===== src/rtl/snp_pkg.sv =====
package snp_pkg;
  typedef enum logic [1:0] {ST_I = 2'd0, ST_S = 2'd1, ST_E = 2'd2, ST_M = 2'd3} line_st_t;
  typedef enum logic [1:0] {RES_MISS = 2'd0, RES_CLEAN = 2'd1, RES_MOD = 2'd2} snp_res_t;
  localparam logic [1:0] CMD_RD = 2'b01;
  localparam logic [1:0] CMD_WR = 2'b10;
endpackage


===== src/rtl/snp_decide.sv =====
module snp_decide
  import snp_pkg::*;
(
  input  logic     is_wr,
  input  line_st_t cur,
  output snp_res_t res,
  output line_st_t nxt
);
  always_comb begin
    res = RES_MISS;
    nxt = ST_I;
    case (cur)
      ST_M: begin
        res = RES_MOD;
        nxt = is_wr ? ST_I : ST_S;
      end
      ST_E, ST_S: begin
        res = is_wr ? RES_MISS : RES_CLEAN;
        nxt = is_wr ? ST_I : ST_S;
      end
      default: begin
        res = RES_MISS;
        nxt = ST_I;
      end
    endcase
  end
endmodule


===== src/rtl/snp_tag_array.sv =====
module snp_tag_array
  import snp_pkg::*;
#(
  parameter int SETS  = 4,
  parameter int TAG_W = 6,
  localparam int IDX_W = $clog2(SETS)
) (
  input  logic             clk,
  input  logic             rst_n,
  input  logic [IDX_W-1:0] a_idx,
  output logic [TAG_W-1:0] a_tag,
  output line_st_t         a_st,
  input  logic [IDX_W-1:0] b_idx,
  output logic [TAG_W-1:0] b_tag,
  output line_st_t         b_st,
  input  logic             s_we,
  input  logic [IDX_W-1:0] s_idx,
  input  line_st_t         s_st,
  input  logic             l_we,
  input  logic             l_tag_we,
  input  logic [IDX_W-1:0] l_idx,
  input  logic [TAG_W-1:0] l_tag,
  input  line_st_t         l_st
);
  line_st_t         st_q  [SETS];
  logic [TAG_W-1:0] tag_q [SETS];

  assign a_tag = tag_q[a_idx];
  assign a_st  = st_q[a_idx];
  assign b_tag = tag_q[b_idx];
  assign b_st  = st_q[b_idx];

  always_ff @(posedge clk or negedge rst_n) begin
    if (!rst_n) begin
      for (int i = 0; i < SETS; i++) st_q[i] <= ST_I;
    end else begin
      for (int i = 0; i < SETS; i++) begin
        if (s_we && s_idx == IDX_W'(i)) st_q[i] <= s_st;
        else if (l_we && l_idx == IDX_W'(i)) st_q[i] <= l_st;
      end
    end
  end

  always_ff @(posedge clk) begin
    for (int i = 0; i < SETS; i++) begin
      if (l_we && l_tag_we && l_idx == IDX_W'(i) && !(s_we && s_idx == IDX_W'(i)))
        tag_q[i] <= l_tag;
    end
  end
endmodule


===== src/rtl/snp_wb_buf.sv =====
module snp_wb_buf #(
  parameter int LINE_W = 64
) (
  input  logic              clk,
  input  logic              rst_n,
  input  logic              ld,
  input  logic [LINE_W-1:0] ld_data,
  input  logic              rdy,
  output logic              full,
  output logic              dp_valid,
  output logic [LINE_W-1:0] dp_data
);
  logic              full_q, full_d, dv_q, dv_d, send;
  logic [LINE_W-1:0] buf_q, dd_q;

  assign send = full_q && rdy;

  always_comb begin
    full_d = full_q;
    dv_d   = 1'b0;
    if (send) begin
      full_d = 1'b0;
      dv_d   = 1'b1;
    end
    if (ld) full_d = 1'b1;
  end

  always_ff @(posedge clk or negedge rst_n) begin
    if (!rst_n) begin
      full_q <= 1'b0;
      dv_q   <= 1'b0;
    end else begin
      full_q <= full_d;
      dv_q   <= dv_d;
    end
  end

  always_ff @(posedge clk) begin
    if (ld)   buf_q <= ld_data;
    if (send) dd_q  <= buf_q;
  end

  assign full     = full_q;
  assign dp_valid = dv_q;
  assign dp_data  = dd_q;

  AST_NO_OVERWRITE: assert property (@(posedge clk) disable iff (!rst_n) ld |-> !full_q)
    else $error("buffer loaded while full");
  AST_DP_ASKED: assert property (@(posedge clk) disable iff (!rst_n) dv_q |-> $past(rdy))
    else $error("data phase without request");
endmodule


===== src/rtl/snp_responder.sv =====
module snp_responder
  import snp_pkg::*;
#(
  parameter int ADDR_W = 8,
  parameter int SETS   = 4,
  parameter int LINE_W = 64,
  localparam int IDX_W = $clog2(SETS),
  localparam int TAG_W = ADDR_W - IDX_W
) (
  input  logic              clk,
  input  logic              rst_n,
  input  logic              req_valid,
  input  logic [1:0]        req_cmd,
  input  logic [ADDR_W-1:0] req_addr,
  output logic              req_stall,
  output logic              snp_hit_n,
  output logic              snp_hitm_n,
  output logic [IDX_W-1:0]  arr_idx,
  input  logic [LINE_W-1:0] arr_data,
  input  logic              mc_rdy,
  output logic              dp_valid,
  output logic [LINE_W-1:0] dp_data,
  input  logic              lcl_fill,
  input  logic              lcl_wr,
  input  logic [ADDR_W-1:0] lcl_addr,
  input  logic              bus_hit_n,
  input  logic              bus_hitm_n
);
  logic [1:0] rs_q;
  logic       rst_i;

  always_ff @(posedge clk or negedge rst_n) begin
    if (!rst_n) rs_q <= 2'b00;
    else        rs_q <= {rs_q[0], 1'b1};
  end
  assign rst_i = rs_q[1];

  logic              v1_q, v1_d, c1_q, c1_d, v2_q, v2_d;
  logic [ADDR_W-1:0] a1_q, a1_d;
  snp_res_t          r2_q, r2_d, res1;
  logic              hn_q, hn_d, hmn_q, hmn_d;
  logic              acc, a_hit, b_hit, wb_full, wb_ld;
  logic [TAG_W-1:0]  a_tag, b_tag;
  line_st_t          a_st, b_st, cur1, nxt1, l_st;
  logic              l_we;

  assign acc   = req_valid && !req_stall && (req_cmd == CMD_RD || req_cmd == CMD_WR);
  assign arr_idx = a1_q[IDX_W-1:0];
  assign a_hit = (a_st != ST_I) && (a_tag == a1_q[ADDR_W-1:IDX_W]);
  assign cur1  = a_hit ? a_st : ST_I;
  assign b_hit = (b_st != ST_I) && (b_tag == lcl_addr[ADDR_W-1:IDX_W]);

  snp_decide u_decide (
    .is_wr (c1_q),
    .cur   (cur1),
    .res   (res1),
    .nxt   (nxt1)
  );

  always_comb begin
    l_we = lcl_fill || (lcl_wr && b_hit && (b_st == ST_E || b_st == ST_M));
    if (lcl_fill) l_st = (bus_hit_n && bus_hitm_n) ? ST_E : ST_S;
    else          l_st = ST_M;
  end

  snp_tag_array #(.SETS(SETS), .TAG_W(TAG_W)) u_tags (
    .clk      (clk),
    .rst_n    (rst_i),
    .a_idx    (a1_q[IDX_W-1:0]),
    .a_tag    (a_tag),
    .a_st     (a_st),
    .b_idx    (lcl_addr[IDX_W-1:0]),
    .b_tag    (b_tag),
    .b_st     (b_st),
    .s_we     (v1_q && a_hit),
    .s_idx    (a1_q[IDX_W-1:0]),
    .s_st     (nxt1),
    .l_we     (l_we),
    .l_tag_we (lcl_fill),
    .l_idx    (lcl_addr[IDX_W-1:0]),
    .l_tag    (lcl_addr[ADDR_W-1:IDX_W]),
    .l_st     (l_st)
  );

  assign wb_ld = v1_q && (res1 == RES_MOD);

  snp_wb_buf #(.LINE_W(LINE_W)) u_wb (
    .clk      (clk),
    .rst_n    (rst_i),
    .ld       (wb_ld),
    .ld_data  (arr_data),
    .rdy      (mc_rdy),
    .full     (wb_full),
    .dp_valid (dp_valid),
    .dp_data  (dp_data)
  );

  always_comb begin
    v1_d  = acc;
    a1_d  = acc ? req_addr : a1_q;
    c1_d  = acc ? (req_cmd == CMD_WR) : c1_q;
    v2_d  = v1_q;
    r2_d  = v1_q ? res1 : r2_q;
    hn_d  = !(v2_q && r2_q == RES_CLEAN);
    hmn_d = !(v2_q && r2_q == RES_MOD);
  end

  always_ff @(posedge clk or negedge rst_i) begin
    if (!rst_i) begin
      v1_q  <= 1'b0;
      c1_q  <= 1'b0;
      a1_q  <= '0;
      v2_q  <= 1'b0;
      r2_q  <= RES_MISS;
      hn_q  <= 1'b1;
      hmn_q <= 1'b1;
    end else begin
      v1_q  <= v1_d;
      c1_q  <= c1_d;
      a1_q  <= a1_d;
      v2_q  <= v2_d;
      r2_q  <= r2_d;
      hn_q  <= hn_d;
      hmn_q <= hmn_d;
    end
  end

  assign req_stall  = v1_q || v2_q || wb_full;
  assign snp_hit_n  = hn_q;
  assign snp_hitm_n = hmn_q;

  AST_HIT_EXCLUSIVE: assert property (@(posedge clk) disable iff (!rst_i) snp_hit_n || snp_hitm_n)
    else $error("both snoop outputs low");
  AST_RESULT_TIMING: assert property (@(posedge clk) disable iff (!rst_i)
    (!snp_hit_n || !snp_hitm_n) |-> $past(acc, 3))
    else $error("answer without a request three samples back");
  AST_WRITE_NO_CLEAN: assert property (@(posedge clk) disable iff (!rst_i)
    !snp_hit_n |-> !$past(c1_q, 2))
    else $error("clean hit answered to a write snoop");
  AST_FULL_NO_TAKE: assert property (@(posedge clk) disable iff (!rst_i)
    wb_full |=> !v1_q)
    else $error("request taken while buffer full");
endmodule


===== config.mk =====
export PLATFORM = sky130hd
export DESIGN_NAME = snp_responder
export DESIGN_NICKNAME = d
export VERILOG_FILES = /design/src/rtl/snp_pkg.sv /design/src/rtl/snp_decide.sv /design/src/rtl/snp_tag_array.sv /design/src/rtl/snp_wb_buf.sv /design/src/rtl/snp_responder.sv
export SDC_FILE = /design/constraint.sdc
export NUM_CORES = 1
export LEC_CHECK = 0
export BUFFER_PORTS_ARGS = -buffer_cell sky130_fd_sc_hd__buf_2
export CAP_MARGIN = 20
export CORE_AREA = 2 2 124 102
export CTS_BUF_LIST = sky130_fd_sc_hd__clkbuf_4 sky130_fd_sc_hd__clkbuf_8 sky130_fd_sc_hd__clkbuf_16
export DETAILED_ROUTE_END_ITERATION = 8
export DIE_AREA = 0 0 126 104
export HOLD_SLACK_MARGIN = 0.06
export PLACE_DENSITY_LB_ADDON = 0.2
export SETUP_SLACK_MARGIN = 0.05
export SLEW_MARGIN = 15
export SYNTH_ARGS = -nofsm -noshare
export SYNTH_HDL_FRONTEND = slang
export SYNTH_SLANG_ARGS = --single-unit
export TNS_END_PERCENT = 100

===== constraint.sdc =====
create_clock -name clk -period 1.49 [get_ports clk]
set_clock_uncertainty 0.2 [all_clocks]
set_input_delay 0 -clock clk [delete_from_list [all_inputs] [get_ports clk]]
set_output_delay 0 -clock clk [all_outputs]
set_load 0.005 [all_outputs]

After elaboration in Yosys (flattened, before gate mapping):

Memories as Yosys holds them, arrays and structs flattened.
Cells that the tools add are included.

* flip-flop bits (word level): 155
* RAM bits: 24
* logic and storage cells: 134
* memories kept: 1

* order comparisons: 2
* equal/unequal tests: 18
* multiplexer cells: 40
* bitwise logic cells: 2
* reductions and logical operators: 55

Memory list
* u_tags.tag_q: words 4, bits a word 6, read ports 2, clocked after memory_dff 0, write ports 1, line snp_tag_array.sv:26 `logic [TAG_W-1:0] tag_q [SETS];`

Operators with widths (number)
* two-way mux 2 bit: 19
* logical AND 1 bit: 29
* == test 2 bit, second input constant: 11
* two-way mux 6 bit: 3
* OR reduction 6 bit: 3
* two-way mux 1 bit: 15
* nonzero test 2 bit: 7
* == test 6 bit: 2
* == test 2 x 1 -> 1 bit, second input constant: 5
* binary-select mux 2 bit (select 2 bit): 2
* zero test 1 bit: 7
* >= comparator 3 bit, second input constant: 2
* NOT 2 -> 3 bit: 2
* logical OR 1 bit: 5
* zero test 2 bit: 2
* case mux 2 bit (2 select lines): 1
* OR reduction 3 bit: 1
* OR reduction 2 bit: 1

Logic depth before layout (Yosys ltp):

* word-level depth: 18
* gate-level depth with buffers: 10
* depth with buffers taken out: 9

Modules after synthesis:

A second synthesis with hierarchy kept.

* cells, all modules: 298
* area, all modules: 6384.9 um^2

Modules (own cells, without submodules)
* snp_wb_buf: times used 1, cells each 133, area each 3912.5 um^2, seq. area each 3893.7 um^2
* snp_tag_array: times used 1, cells each 91, area each 1562.7 um^2, seq. area each 920.9 um^2
* snp_responder: times used 1, cells each 66, area each 855.8 um^2, seq. area each 427.9 um^2
* snp_decide: times used 1, cells each 8, area each 53.8 um^2, seq. area each 0.0 um^2

Least setup slack after synthesis:

No wires, ideal clock.

* kind: flip-flop to flip-flop
* start point: reg a1_q[0]
* end point: reg u_wb.buf_q[0], enable pin
* setup time: 0.509 ns
* arrival: 5.082 ns
* setup slack: -4.302 ns
* stages on the path, launching flop included: 9
* path buffers: 1
* period minus slack after synthesis: 5.792 ns
* cell sequence: dfrtp_1 > buf_6 > mux4_1 > xnor2_2 > o211ai_2 > nor2_1 > o211a_1 > ha_1 > a21oi_1

* longest elaborated chain between the ends: 12

RTL lines
* from (decl): line snp_responder.sv:39 `logic [ADDR_W-1:0] a1_q, a1_d;`
* from (signal assigned): line snp_responder.sv:112 `a1_q <= '0;`
* from (signal assigned): line snp_responder.sv:120 `a1_q <= a1_d;`
* NOT 2 -> 3 bit (not written as such): line snp_tag_array.sv:29 `assign a_st = st_q[a_idx];`
* binary-select mux 2 bit (select 2 bit): line snp_tag_array.sv:29
* two-way mux 2 bit (not written as such) (2 in series): line snp_tag_array.sv:29
* nonzero test 2 bit: line snp_responder.sv:49 `assign a_hit = (a_st != ST_I) && (a_tag == a1_q[ADDR_W-1:IDX_W]);`
* logical AND 1 bit: line snp_responder.sv:49
* two-way mux 2 bit (*): line snp_responder.sv:50 `assign cur1 = a_hit ? a_st : ST_I;`
* == test 2 bit / == test 2 x 1 -> 1 bit (equally long branches): line snp_decide.sv:12 `case (cur)`
* OR reduction 2 bit: line snp_decide.sv:12
* case mux 2 bit (2 select lines) (*): line snp_decide.sv:12
* == test 2 bit (*): line snp_responder.sv:85 `assign wb_ld = v1_q && (res1 == RES_MOD);`
* logical AND 1 bit (*): line snp_responder.sv:85
* to (signal assigned): line snp_wb_buf.sv:39 `if (ld) buf_q <= ld_data;`
* to (decl): line snp_wb_buf.sv:14 `logic [LINE_W-1:0] buf_q, dd_q;`

Mark *: on every way between the ends. The rest lies on a longest branch, timed or not. The select of a mux whose other input is x is not followed.
A chain may end at the register's enable or synchronous reset.

Worst setup path after layout:

* start point: reg a1_q[0]
* end point: reg u_wb.buf_q[22], enable pin

The elaborated chain is that of the path after synthesis.

==> impl_results.md <==
* Status: finished with violations
* Failing checks: setup timing
* Final GP Congestion at 0.878
* Clock share of power at 0.398
* Synth top cells by count: edfxtp_1, nand2_1, dfrtp_1
* Util after Layout at 0.813
* Power Dens Cells at 1220 mW/mm²
* CP Buf/Inv Count at 2
* Synth top area cells: edfxtp_1, dfrtp_1, mux4_1
* WL final at 16.5 mm
* CP Launch Type: register
* R2R Setup Slk at -1410 ps
* Clk buf depth at 2
* Crit Path Max Fanout at 10
* Crit end category: register
* CTS buffer count at 17
* Syn nets at 425
* # DRC at 0
* HPWL Detailed at 9.58 mm
* Most frequent cell after synthesis: edfxtp_1
* Min cycle time layout at 2900 ps
* I/O pin total at 160
* F_max at 345 MHz
* Net count, final at 742
* Crit path max-delay cell type: mux4_2
* Met2 WL at 8.38 mm
* TritonCTS clock tree: done
* Metal-1 WL at 6.62 mm
* Die X at 126 µm
* Flops & latches, synth at 179
* Cells after synthesis at 332
* Filler cells at 605
* Logic gate share of total power at 0.120
* Worst EP required at 1430 ps
* R2r startpoint: a1_q[0]$_DFFE_PN0P_
* Async SR Flop Fraction at 0.151
* Yosys cell types at 40
* Overall Global Routing Usage at 0.259
* Unrepaired setup endpoints after global routing: yes
* Post-synth EDFFs at 152
* Area leader, netlist: edfxtp_1
* Number of diodes at 0
* R2R Path End: u_wb.buf_q[22]$_DFFE_PP_
* Fin. max-slew vios at 0
* Mapped Avg Cell Area at 19.3 µm²
* Sw power at 2.77 mW
* Uppermost layer routed: met4
* Worst Path Arrival at 2840 ps
* Worst path cell trace: mux4_2, xnor2_2, o211ai_2, nor2_2, o211a_1, ha_4, a21oi_4, buf_6, buf_16
* Hold path start: arr_data[31]
* DR vias/cell at 5.17
* Buffer type at the clock tree root: clkbuf_16
* Switching share of power at 0.234
* Die height at 104 µm
* Critical path class: reg -> reg
* Hold depth at 2
* Critical path origin: a1_q[0]$_DFFE_PN0P_
* Area of the multi-input gates at 0.00126 mm²
* Vias in the first global route at 4483
* Register area at 0.00524 mm²
* Violation count after the first detailed-routing iteration at 364
* Drt wl/cell at 20.2 µm
* TritonRoute pass-1 iters at 5
* Pre-CTS setup slack at -1490 ps
* Grt ovf at 0
* Total internal power at 9.06 mW
* CP peak stage delay at 560 ps
* Clock Latency Late Sink at 430 ps
* HP Class: in -> reg
* First-pass GRT wire length at 24.8 mm
* WHS Endpoint: u_wb.buf_q[31]$_DFFE_PP_
* Vias at 4208
* Dominant delay contributor by cell family on the critical path: multiplexers
* Met3 wire len at 1.18 mm
* Total power at 11.8 mW
* Synth warn at 0
* Initial Util at 0.540
* Row cnt at 36
* Endpoints failing setup at 110
* CTS clk-pin slew, worst paths at 70 ps
* Synth top area share at 0.711
* R2r worst-path depth at 9
* Post-synthesis sequential area ratio at 0.817
* VDD IR max at 1.40 mV
* Largest net degree at the start of global routing at 26
* Fin Setup TNS at -127370 ps
* Max cap viols at 0
* Die area at 0.0131 mm²
* Core ar. at 0.0119 mm²
* Most used DFF post-synth: edfxtp_1
* Area growth syn-to-layout at 50.6%
* Mapped Area at 0.00642 mm²
* H-Tree Depth at 4
* Antenna viol nets, final at 0
* Seq pwr share at 0.482
* Initial antenna violation count at 0
* Share of cells above drive strength 1 at 0.458
* Tcrit/Tclk final at 1.94
* WP depth at 9
* Final hold violation count at 0
* I/O Buffers at 159
* Clk sinks at 179
* Leakage power at 3.89 nW
* Setup ws final at -1410 ps
final cells by class:
| type | instances | area share |
|---|---|---|
| clock buffers | 17 | 0.0440 |
| clock inverters | 15 | 0.0201 |
| repair inverters | 1 | 0.000906 |
| inverters | 8 | 0.00440 |
| repair buffers | 303 | 0.238 |
| flip-flops and latches | 179 | 0.542 |
| well taps | 152 | 0.0197 |
| multi-input cells | 139 | 0.130 |
kinds of logic after synthesis:
family | after synthesis | share of synthesized area
flops | 179 | 0.817
simple gates | 72 | 0.0575
mux | 23 | 0.0591
compound gates | 20 | 0.0207
xor+xnor | 19 | 0.0283
buf+inv | 15 | 0.0115
fa+ha+maj | 3 | 0.00585
other cells | 1 | 0.000584
stage by stage:
step	hold slack [ps]	cell area, µm²	cells
CTS	60.1	9540	806
detailed placement	-412	7790	675
global route	63.2	9670	814
finish	77.0	9670	814
global placement	-414	7790	675
floorplan	-496	6510	332
power by group through the flow:
stage | clock (mW) | combinational [mW] | sequential, mW
6_report | 4.71 | 1.42 | 5.70
2_1_floorplan | 0 | 0.651 | 5.73
4_1_cts | 4.69 | 1.37 | 5.70
3_3_place_gp | 0 | 1.06 | 5.79
5_1_grt | 4.98 | 1.52 | 5.71
3_5_place_dp | 0 | 1.10 | 5.79
worst max path at each step:
| stage | to | slack [ps] |
|---|---|---|
| after floorplan | u_wb.buf_q[0]$_DFFE_PP_ | -2080 |
| after global placement | u_wb.buf_q[20]$_DFFE_PP_ | -1410 |
| after detailed placement | u_wb.buf_q[20]$_DFFE_PP_ | -1490 |
| after CTS | u_wb.buf_q[6]$_DFFE_PP_ | -1420 |
| after global routing | u_wb.buf_q[22]$_DFFE_PP_ | -1510 |
| final | u_wb.buf_q[22]$_DFFE_PP_ | -1410 |
cell usage in the layout (no fill, tap or decap), drive strengths merged, types with 7 or more instances in the layout:
master,n
nor2,17
mux2i,12
a21oi,8
xor2,7
dlygate4sd3,91
edfxtp,152
inv,13
clkbuf,19
nand2,31
xnor2,12
mux4,10
dfrtp,25
buf,210
registers in the layout (all words and copies together) (netlist names):
register,count
u_tags.tag_q,24
rs_q,2
c1_q,1
u_wb.dp_valid,1
v2_q,1
u_wb.full,1
u_tags.st_q,8
a1_q,8
r2_q,2
u_wb.dp_data,64
snp_hit_n,1
v1_q,1
u_wb.buf_q,64
snp_hitm_n,1
routing by layer:
layer / up-vias / global-route usage
met4: 0 / 0.0863
met2: 215 / 0.434
li1: 1904 / -
met5: - / 0
met3: 22 / 0.0823
met1: 2067 / 0.323
timing repair:
item                                    CTS  global route
endpoints found under the setup margin  111           111
buffers inserted                          4             4
hold endpoints to repair                210             0
pin swaps                                23            14
gates resized for setup                  45             4
gates cloned                              4             4
hold buffers                             91             0
No activity file was read; power rests on OpenSTA's default activity.
